`config.mk`:
```
export PLATFORM = sky130hd
export DESIGN_NAME = pkt_reg_loader
export DESIGN_NICKNAME = d
export VERILOG_FILES = /design/src/rtl/pktld_pkg.sv /design/src/rtl/ldr_dispatch_tbl.sv /design/src/rtl/ldr_fill_ctl.sv /design/src/rtl/ldr_wake_ctl.sv /design/src/rtl/pkt_reg_loader.sv
export SDC_FILE = /design/constraint.sdc
export NUM_CORES = 1
export LEC_CHECK = 0
export BUFFER_PORTS_ARGS = -buffer_cell sky130_fd_sc_hd__buf_2
export CAP_MARGIN = 20
export CORE_MARGIN = 1.5
export CORE_UTILIZATION = 45
export DETAILED_ROUTE_END_ITERATION = 6
export SYNTH_ARGS = -nofsm -noshare
export SYNTH_HDL_FRONTEND = slang
export SYNTH_SLANG_ARGS = --single-unit
```
`constraint.sdc`:
```
create_clock -name clk -period 6.3 [get_ports clk]
set_input_delay 1.26 -clock clk [delete_from_list [all_inputs] [get_ports clk]]
set_output_delay 1.26 -clock clk [all_outputs]
set_load 0.1 [all_outputs]
```
`src/rtl/pktld_pkg.sv`:
```
package pktld_pkg;
    localparam int WORD_W      = 32;
    localparam int TYPE_W      = 4;
    localparam int BANK_REGS   = 32;
    localparam int WAKE_REG    = 4;

    typedef enum logic [1:0] {
        FILL_FIELDS,
        FILL_STATE,
        FILL_HELD
    } fill_state_e;

    function automatic logic other_bank(input logic b);
        return ~b;
    endfunction
endpackage

```
`src/rtl/ldr_dispatch_tbl.sv`:
```
module ldr_dispatch_tbl #(
    parameter int WORD_W = pktld_pkg::WORD_W,
    parameter int TYPE_W = pktld_pkg::TYPE_W
) (
    input  logic              clk,
    input  logic              wr_en,
    input  logic [TYPE_W-1:0] wr_addr,
    input  logic [WORD_W-1:0] wr_data,
    input  logic [TYPE_W-1:0] rd_addr,
    output logic [WORD_W-1:0] rd_data
);
    localparam int ENTRIES = 1 << TYPE_W;

    logic [WORD_W-1:0] entry [ENTRIES];

    always_ff @(posedge clk) begin
        if (wr_en) entry[wr_addr] <= wr_data;
    end

    assign rd_data = entry[rd_addr];
endmodule

```
`src/rtl/ldr_fill_ctl.sv`:
```
module ldr_fill_ctl
    import pktld_pkg::*;
#(
    parameter int WORD_W     = pktld_pkg::WORD_W,
    parameter int TYPE_W     = pktld_pkg::TYPE_W,
    parameter int IDX_W      = $clog2(pktld_pkg::BANK_REGS),
    parameter int STATE_SLOT = pktld_pkg::BANK_REGS - 1
) (
    input  logic              clk,
    input  logic              rst,
    input  logic              fld_valid,
    output logic              fld_ready,
    input  logic [WORD_W-1:0] fld_data,
    input  logic              fld_last,
    input  logic [TYPE_W-1:0] fld_type,
    input  logic              st_valid,
    output logic              st_ready,
    input  logic [WORD_W-1:0] st_data,
    input  logic              grant,
    output logic              full,
    output logic [TYPE_W-1:0] pkt_type,
    output logic              bank_we,
    output logic [IDX_W-1:0]  bank_idx,
    output logic [WORD_W-1:0] bank_wdata
);
    fill_state_e       state;
    logic [IDX_W-1:0]  idx;
    logic [TYPE_W-1:0] type_q;
    logic              fld_fire, st_fire;

    assign fld_ready  = (state == FILL_FIELDS);
    assign st_ready   = (state == FILL_STATE);
    assign full       = (state == FILL_HELD);
    assign fld_fire   = fld_valid && fld_ready;
    assign st_fire    = st_valid && st_ready;
    assign bank_we    = fld_fire || st_fire;
    assign bank_idx   = st_fire ? IDX_W'(STATE_SLOT) : idx;
    assign bank_wdata = st_fire ? st_data : fld_data;
    assign pkt_type   = type_q;

    always_ff @(posedge clk) begin
        if (rst) begin
            state  <= FILL_FIELDS;
            idx    <= '0;
            type_q <= '0;
        end else begin
            case (state)
                FILL_FIELDS: if (fld_fire) begin
                    if (idx == '0) type_q <= fld_type;
                    if (fld_last) begin
                        state <= FILL_STATE;
                        idx   <= '0;
                    end else begin
                        idx <= idx + 1'b1;
                    end
                end
                FILL_STATE: if (st_fire) state <= FILL_HELD;
                FILL_HELD:  if (grant) state <= FILL_FIELDS;
                default:    state <= FILL_FIELDS;
            endcase
        end
    end

    // the field port closes after the last word
    assert_port_closes_R2: assert property (@(posedge clk) disable iff (rst)
        (fld_fire && fld_last) |=> !fld_ready);
    // field words stay below the state slot
    assert_slot_bound_R8: assert property (@(posedge clk) disable iff (rst)
        fld_fire |-> (idx < IDX_W'(STATE_SLOT)));
endmodule

```
`src/rtl/ldr_wake_ctl.sv`:
```
module ldr_wake_ctl
    import pktld_pkg::*;
#(
    parameter int WORD_W   = pktld_pkg::WORD_W,
    parameter int IDX_W    = $clog2(pktld_pkg::BANK_REGS),
    parameter int WAKE_REG = pktld_pkg::WAKE_REG
) (
    input  logic              clk,
    input  logic              rst,
    input  logic              full,
    input  logic              cpu_idle,
    input  logic [WORD_W-1:0] handler,
    output logic              grant,
    output logic              pkt_new,
    output logic              ld_bank,
    output logic              wake_we,
    output logic [IDX_W-1:0]  wake_idx,
    output logic [WORD_W-1:0] wake_wdata
);
    logic pend, idle_q;

    assign grant    = full && cpu_idle && !pend;
    assign pkt_new  = pend;
    assign wake_idx = IDX_W'(WAKE_REG);

    always_ff @(posedge clk) begin
        if (rst) begin
            pend       <= 1'b0;
            idle_q     <= 1'b1;
            ld_bank    <= 1'b0;
            wake_we    <= 1'b0;
            wake_wdata <= '0;
        end else begin
            idle_q  <= cpu_idle;
            wake_we <= grant;
            if (grant) begin
                ld_bank    <= other_bank(ld_bank);
                wake_wdata <= handler;
                pend       <= 1'b1;
            end else if (idle_q && !cpu_idle) begin
                pend <= 1'b0;
            end
        end
    end

    // wake is a single pulse
    assert_wake_pulse_R4: assert property (@(posedge clk) disable iff (rst)
        wake_we |=> !wake_we);
    // a wake needs the processor idle on the handover edge
    assert_wake_needs_idle_R4: assert property (@(posedge clk) disable iff (rst)
        wake_we |-> $past(cpu_idle));
    // every wake swaps the banks
    assert_bank_flip_R3: assert property (@(posedge clk) disable iff (rst)
        wake_we |-> (ld_bank != $past(ld_bank)));
    // the flag holds while the processor stays idle
    assert_new_holds_R5: assert property (@(posedge clk) disable iff (rst)
        (pkt_new && cpu_idle) |=> pkt_new);
endmodule

```
`src/rtl/pkt_reg_loader.sv`:
```
module pkt_reg_loader
    import pktld_pkg::*;
#(
    parameter int WORD_W    = pktld_pkg::WORD_W,
    parameter int TYPE_W    = pktld_pkg::TYPE_W,
    parameter int BANK_REGS = pktld_pkg::BANK_REGS,
    parameter int WAKE_REG  = pktld_pkg::WAKE_REG
) (
    input  logic                         clk,
    input  logic                         rst,
    input  logic                         fld_valid,
    output logic                         fld_ready,
    input  logic [WORD_W-1:0]            fld_data,
    input  logic                         fld_last,
    input  logic [TYPE_W-1:0]            fld_type,
    input  logic                         st_valid,
    output logic                         st_ready,
    input  logic [WORD_W-1:0]            st_data,
    output logic                         bank_we,
    output logic                         bank_sel,
    output logic [$clog2(BANK_REGS)-1:0] bank_idx,
    output logic [WORD_W-1:0]            bank_wdata,
    output logic                         proc_bank,
    output logic                         wake_we,
    output logic [$clog2(BANK_REGS)-1:0] wake_idx,
    output logic [WORD_W-1:0]            wake_wdata,
    output logic                         pkt_new,
    input  logic                         cpu_idle,
    input  logic                         tbl_we,
    input  logic [TYPE_W-1:0]            tbl_addr,
    input  logic [WORD_W-1:0]            tbl_data
);
    localparam int IDX_W      = $clog2(BANK_REGS);
    localparam int STATE_SLOT = BANK_REGS - 1;

    logic              grant, full, ld_bank;
    logic [TYPE_W-1:0] pkt_type;
    logic [WORD_W-1:0] handler;

    ldr_fill_ctl #(.WORD_W(WORD_W), .TYPE_W(TYPE_W), .IDX_W(IDX_W),
                   .STATE_SLOT(STATE_SLOT)) u_fill (
        .clk(clk), .rst(rst),
        .fld_valid(fld_valid), .fld_ready(fld_ready), .fld_data(fld_data),
        .fld_last(fld_last), .fld_type(fld_type),
        .st_valid(st_valid), .st_ready(st_ready), .st_data(st_data),
        .grant(grant), .full(full), .pkt_type(pkt_type),
        .bank_we(bank_we), .bank_idx(bank_idx), .bank_wdata(bank_wdata)
    );

    ldr_dispatch_tbl #(.WORD_W(WORD_W), .TYPE_W(TYPE_W)) u_tbl (
        .clk(clk), .wr_en(tbl_we), .wr_addr(tbl_addr), .wr_data(tbl_data),
        .rd_addr(pkt_type), .rd_data(handler)
    );

    ldr_wake_ctl #(.WORD_W(WORD_W), .IDX_W(IDX_W), .WAKE_REG(WAKE_REG)) u_wake (
        .clk(clk), .rst(rst), .full(full), .cpu_idle(cpu_idle),
        .handler(handler), .grant(grant), .pkt_new(pkt_new),
        .ld_bank(ld_bank), .wake_we(wake_we), .wake_idx(wake_idx),
        .wake_wdata(wake_wdata)
    );

    assign bank_sel  = ld_bank;
    assign proc_bank = other_bank(ld_bank);

    // a new packet flag only rises together with a wake
    assert_new_with_wake_R4: assert property (@(posedge clk) disable iff (rst)
        $rose(pkt_new) |-> wake_we);
    // a waiting packet blocks both input ports
    assert_hold_blocks_R6: assert property (@(posedge clk) disable iff (rst)
        (pkt_new && full) |-> (!fld_ready && !st_ready));
endmodule

```
==> flow_metrics.tcl <==
set metrics [dict create \
    timing.rr.end "u_wake.wake_wdata[27]" \
    regToRegSetupSlack_ns 3.49 \
    post-place-ws_ns 2.45 \
    grt_pass1_vias 10900 \
    drt-wirelength-per-cell_um 25.2 \
    setup_ws_ns 2.46 \
    totalWireLength_um 46900 \
    multi_input_area_sq_mm 0.00492 \
    fill_cells 3635 \
    final_util_pct 53.4 \
    slew_headroom_pct 34.5 \
    num_vias 10400 \
    p_leak_nw 8.18 \
    hold_depth 2 \
    drive_gt1_share_pct 38.1 \
    postSynthCellCount 986 \
    status "finished, final reports clean" \
    rsz0062_at_grt "no" \
    syn-cell-area_sq_mm 0.0214 \
    min_path_type "reg -> reg" \
    clk_pin_slew_worst_paths_ns 0.06 \
    synth.area.top_cells "edfxtp_1 (72%), mux4_2 (13%), dfxtp_1 (4.4%), mux2i_1 (3.2%), mux2_2 (1.7%)" \
    setup_viol_count_final 0 \
    grt_max_degree 81 \
    start_kind "primary input" \
    syn_to_final_growth_pct 16.6 \
    avgSynthCellArea_sq_um 21.7 \
    cp_slowest_stage_delay_ns 0.40 \
    worst_slew_pin_slew_ns 0.982 \
    ctsHoldBuffers 0 \
    crit_type "in -> out" \
    cp_data_arrival_time_ns 2.58 \
    crit_path_end_kind "output pin" \
    finalPower_mw 8.03 \
    yosysTopAreaCellShare_pct 71.8 \
    synthFlopType "edfxtp_1" \
    ys_types 35 \
    antenna_found_initial 8 \
    min-delay-start "u_wake.wake_wdata[30]" \
    fp-row-count 79 \
    die_w_um 221 \
    ys_seq_area_share_pct 76.2 \
    drv_cap 0 \
    dr.pass1.iters 5 \
    cts_buffer_depth 3 \
    finalMaxSlewViolations 0 \
    vias_per_cell 5.59 \
    io_buffers 186 \
    powerDensity_mw_per_mm2 321 \
    crit_top_cell "buf_2" \
    cts_resized 0 \
    slowest_stage "buf_4" \
    cts_setup_buffers 0 \
    tritoncts "done" \
    setup_tns_ns 0 \
    path_cells "buf_2 -> nand2_1 -> buf_4 -> mux2_2 -> buf_2" \
    hpwlAfterDp_um 24000 \
    track_usage_pct 19.5 \
    fp.coreArea_sq_mm 0.0468 \
    cts_buffers 56 \
    grt.overflow.total 0 \
    yosysTopAreaCell "edfxtp_1" \
    hold_path_end "u_wake.wake_wdata[30]" \
    initial_core_util_pct 45.8 \
    area.sequential_sq_mm 0.0163 \
    fmax_mhz 260 \
    vdd_drop_max_mv 0.234 \
    gp_congestion 0.715 \
    worst_r2r_path_depth 5 \
    ant_nets 0 \
    nets 1316 \
    cts.sinks 559 \
    boundaryPins 192 \
    synth-async-reset-ratio_pct 0 \
    cts_max_level 2 \
    grt_pass1_wl_um 69300 \
    clock_skew_ns 0.0224 \
    die_area_sq_mm 0.0489 \
    synth_edf_count 512 \
    drc_errors 0 \
    critPathRequiredTime_ns 5.04 \
    fin_crit_ns 3.84 \
    finalCritPeriodShare_pct 61.0 \
    drt-initial-drc-count 630 \
    clkLatencyLatePin_ns 0.61 \
    crit_fanout 36 \
    die_h_um 221 \
    rr_startpoint "u_fill.pkt_type[1]" \
    ys_seq_elements 559 \
    yosysWarnings 0 \
    hold_viol 0 \
    root_buffer "clkbuf_16" \
]
==> layer usage <==
metal	global-route usage [%]	up-vias	wire, um
met4	6.81	10	1210
met5	0	-	69
met1	25.4	5482	19900
met2	33.3	301	23600
li1	-	4530	-
met3	3.15	81	2150
==> power breakdown <==
group,leakage (nW),internal [mW],switching [mW]
clock network,0.886,1.92,1.34
registers,5.01,4.12,0.0505
logic,2.29,0.223,0.377
==> layout by cell type, fill, tap and decap left out, types with 5 or more instances in the layout <==
| cell | instances |
|---|---|
| clkbuf_16 | 57 |
| mux4_2 | 128 |
| clkinv_2 | 6 |
| nor2_1 | 10 |
| edfxtp_1 | 512 |
| buf_4 | 22 |
| conb_1 | 5 |
| mux2_2 | 32 |
| clkbuf_8 | 11 |
| o21ai_1 | 32 |
| inv_1 | 5 |
| mux2i_1 | 68 |
| nor2_4 | 13 |
| a2bb2oi_1 | 32 |
| buf_2 | 186 |
| nand2_1 | 11 |
| nand3b_1 | 6 |
| dfxtp_1 | 44 |
| clkbuf_1 | 22 |
| nand2b_1 | 6 |
==> cell usage after synthesis, types with 2 or more instances <==
library cell	n
xor2_1	3
buf_2	22
nand3b_1	6
nand2b_1	7
clkbuf_1	15
mux2_2	32
buf_4	11
dfxtp_1	47
a2bb2oi_1	32
mux4_2	128
o21ai_1	32
mux2i_1	68
a21oi_1	4
nor2_1	23
nor3_1	5
nand4_1	2
ha_1	2
buf_6	4
conb_1	2
inv_1	5
edfxtp_1	512
nand2_1	11
==> registers in the layout, indices dropped and copies added (netlist names) <==
name,count
u_wake.wake_we,1
u_wake.ld_bank,1
u_wake.wake_wdata,32
u_tbl.entry,512
u_fill.pkt_type,4
u_fill.idx,5
u_wake.pkt_new,1
u_wake.idle_q,1
u_fill.state,2
==> layout make-up <==
cell class / instances / share of cell area (%)
inverter: 5 / 0.0751
sequential: 559 / 65.3
multi-input combinational: 371 / 19.7
tap: 607 / 3.04
clock inverter: 15 / 0.641
timing repair buffer: 210 / 4.55
antenna: 3 / 0.0300
clock buffer: 90 / 6.64
==> cells by family after synthesis <==
family,after synthesis,share of synthesized area [%]
buffers and inverters,59,1.51
AO/OA/AOI/OAI,71,2.24
other,2,0.0351
AND/OR/NAND/NOR,61,1.47
multiplexers,228,18.3
XOR/XNOR,4,0.164
flip-flops,559,76.2
adder cells (fa/ha/maj),2,0.117
==> worst max path at each step <==
| stage | from | to | slack (ns) | cells after the start |
|---|---|---|---|---|
| 2_1_floorplan | tbl_addr[2] | u_tbl.entry[0][0] | 1.86 | 2 |
| 3_3_place_gp | st_valid | bank_wdata[0] | 2.49 | 5 |
| 3_5_place_dp | st_valid | bank_wdata[18] | 2.45 | 5 |
| 4_1_cts | st_valid | bank_wdata[18] | 2.45 | 5 |
| 5_1_grt | st_valid | bank_wdata[20] | 2.37 | 5 |
| 6_report | st_valid | bank_wdata[18] | 2.46 | 5 |
==> per-stage QoR <==
step	instances	hold slack [ns]	cell area (sq um)
after global routing	1860	0.514	25000
after detailed placement	1752	0.459	23200
after global placement	1752	0.453	23200
after floorplan	989	0.462	21400
after CTS	1857	0.473	25000
final	1860	0.470	25000
==> critical path: cells and delay by family <==
kind          cells  cell delay [ns]
buf+inv           3             0.80
mux               1             0.39
simple gates      1             0.12
(Power assumes the default switching activity.)
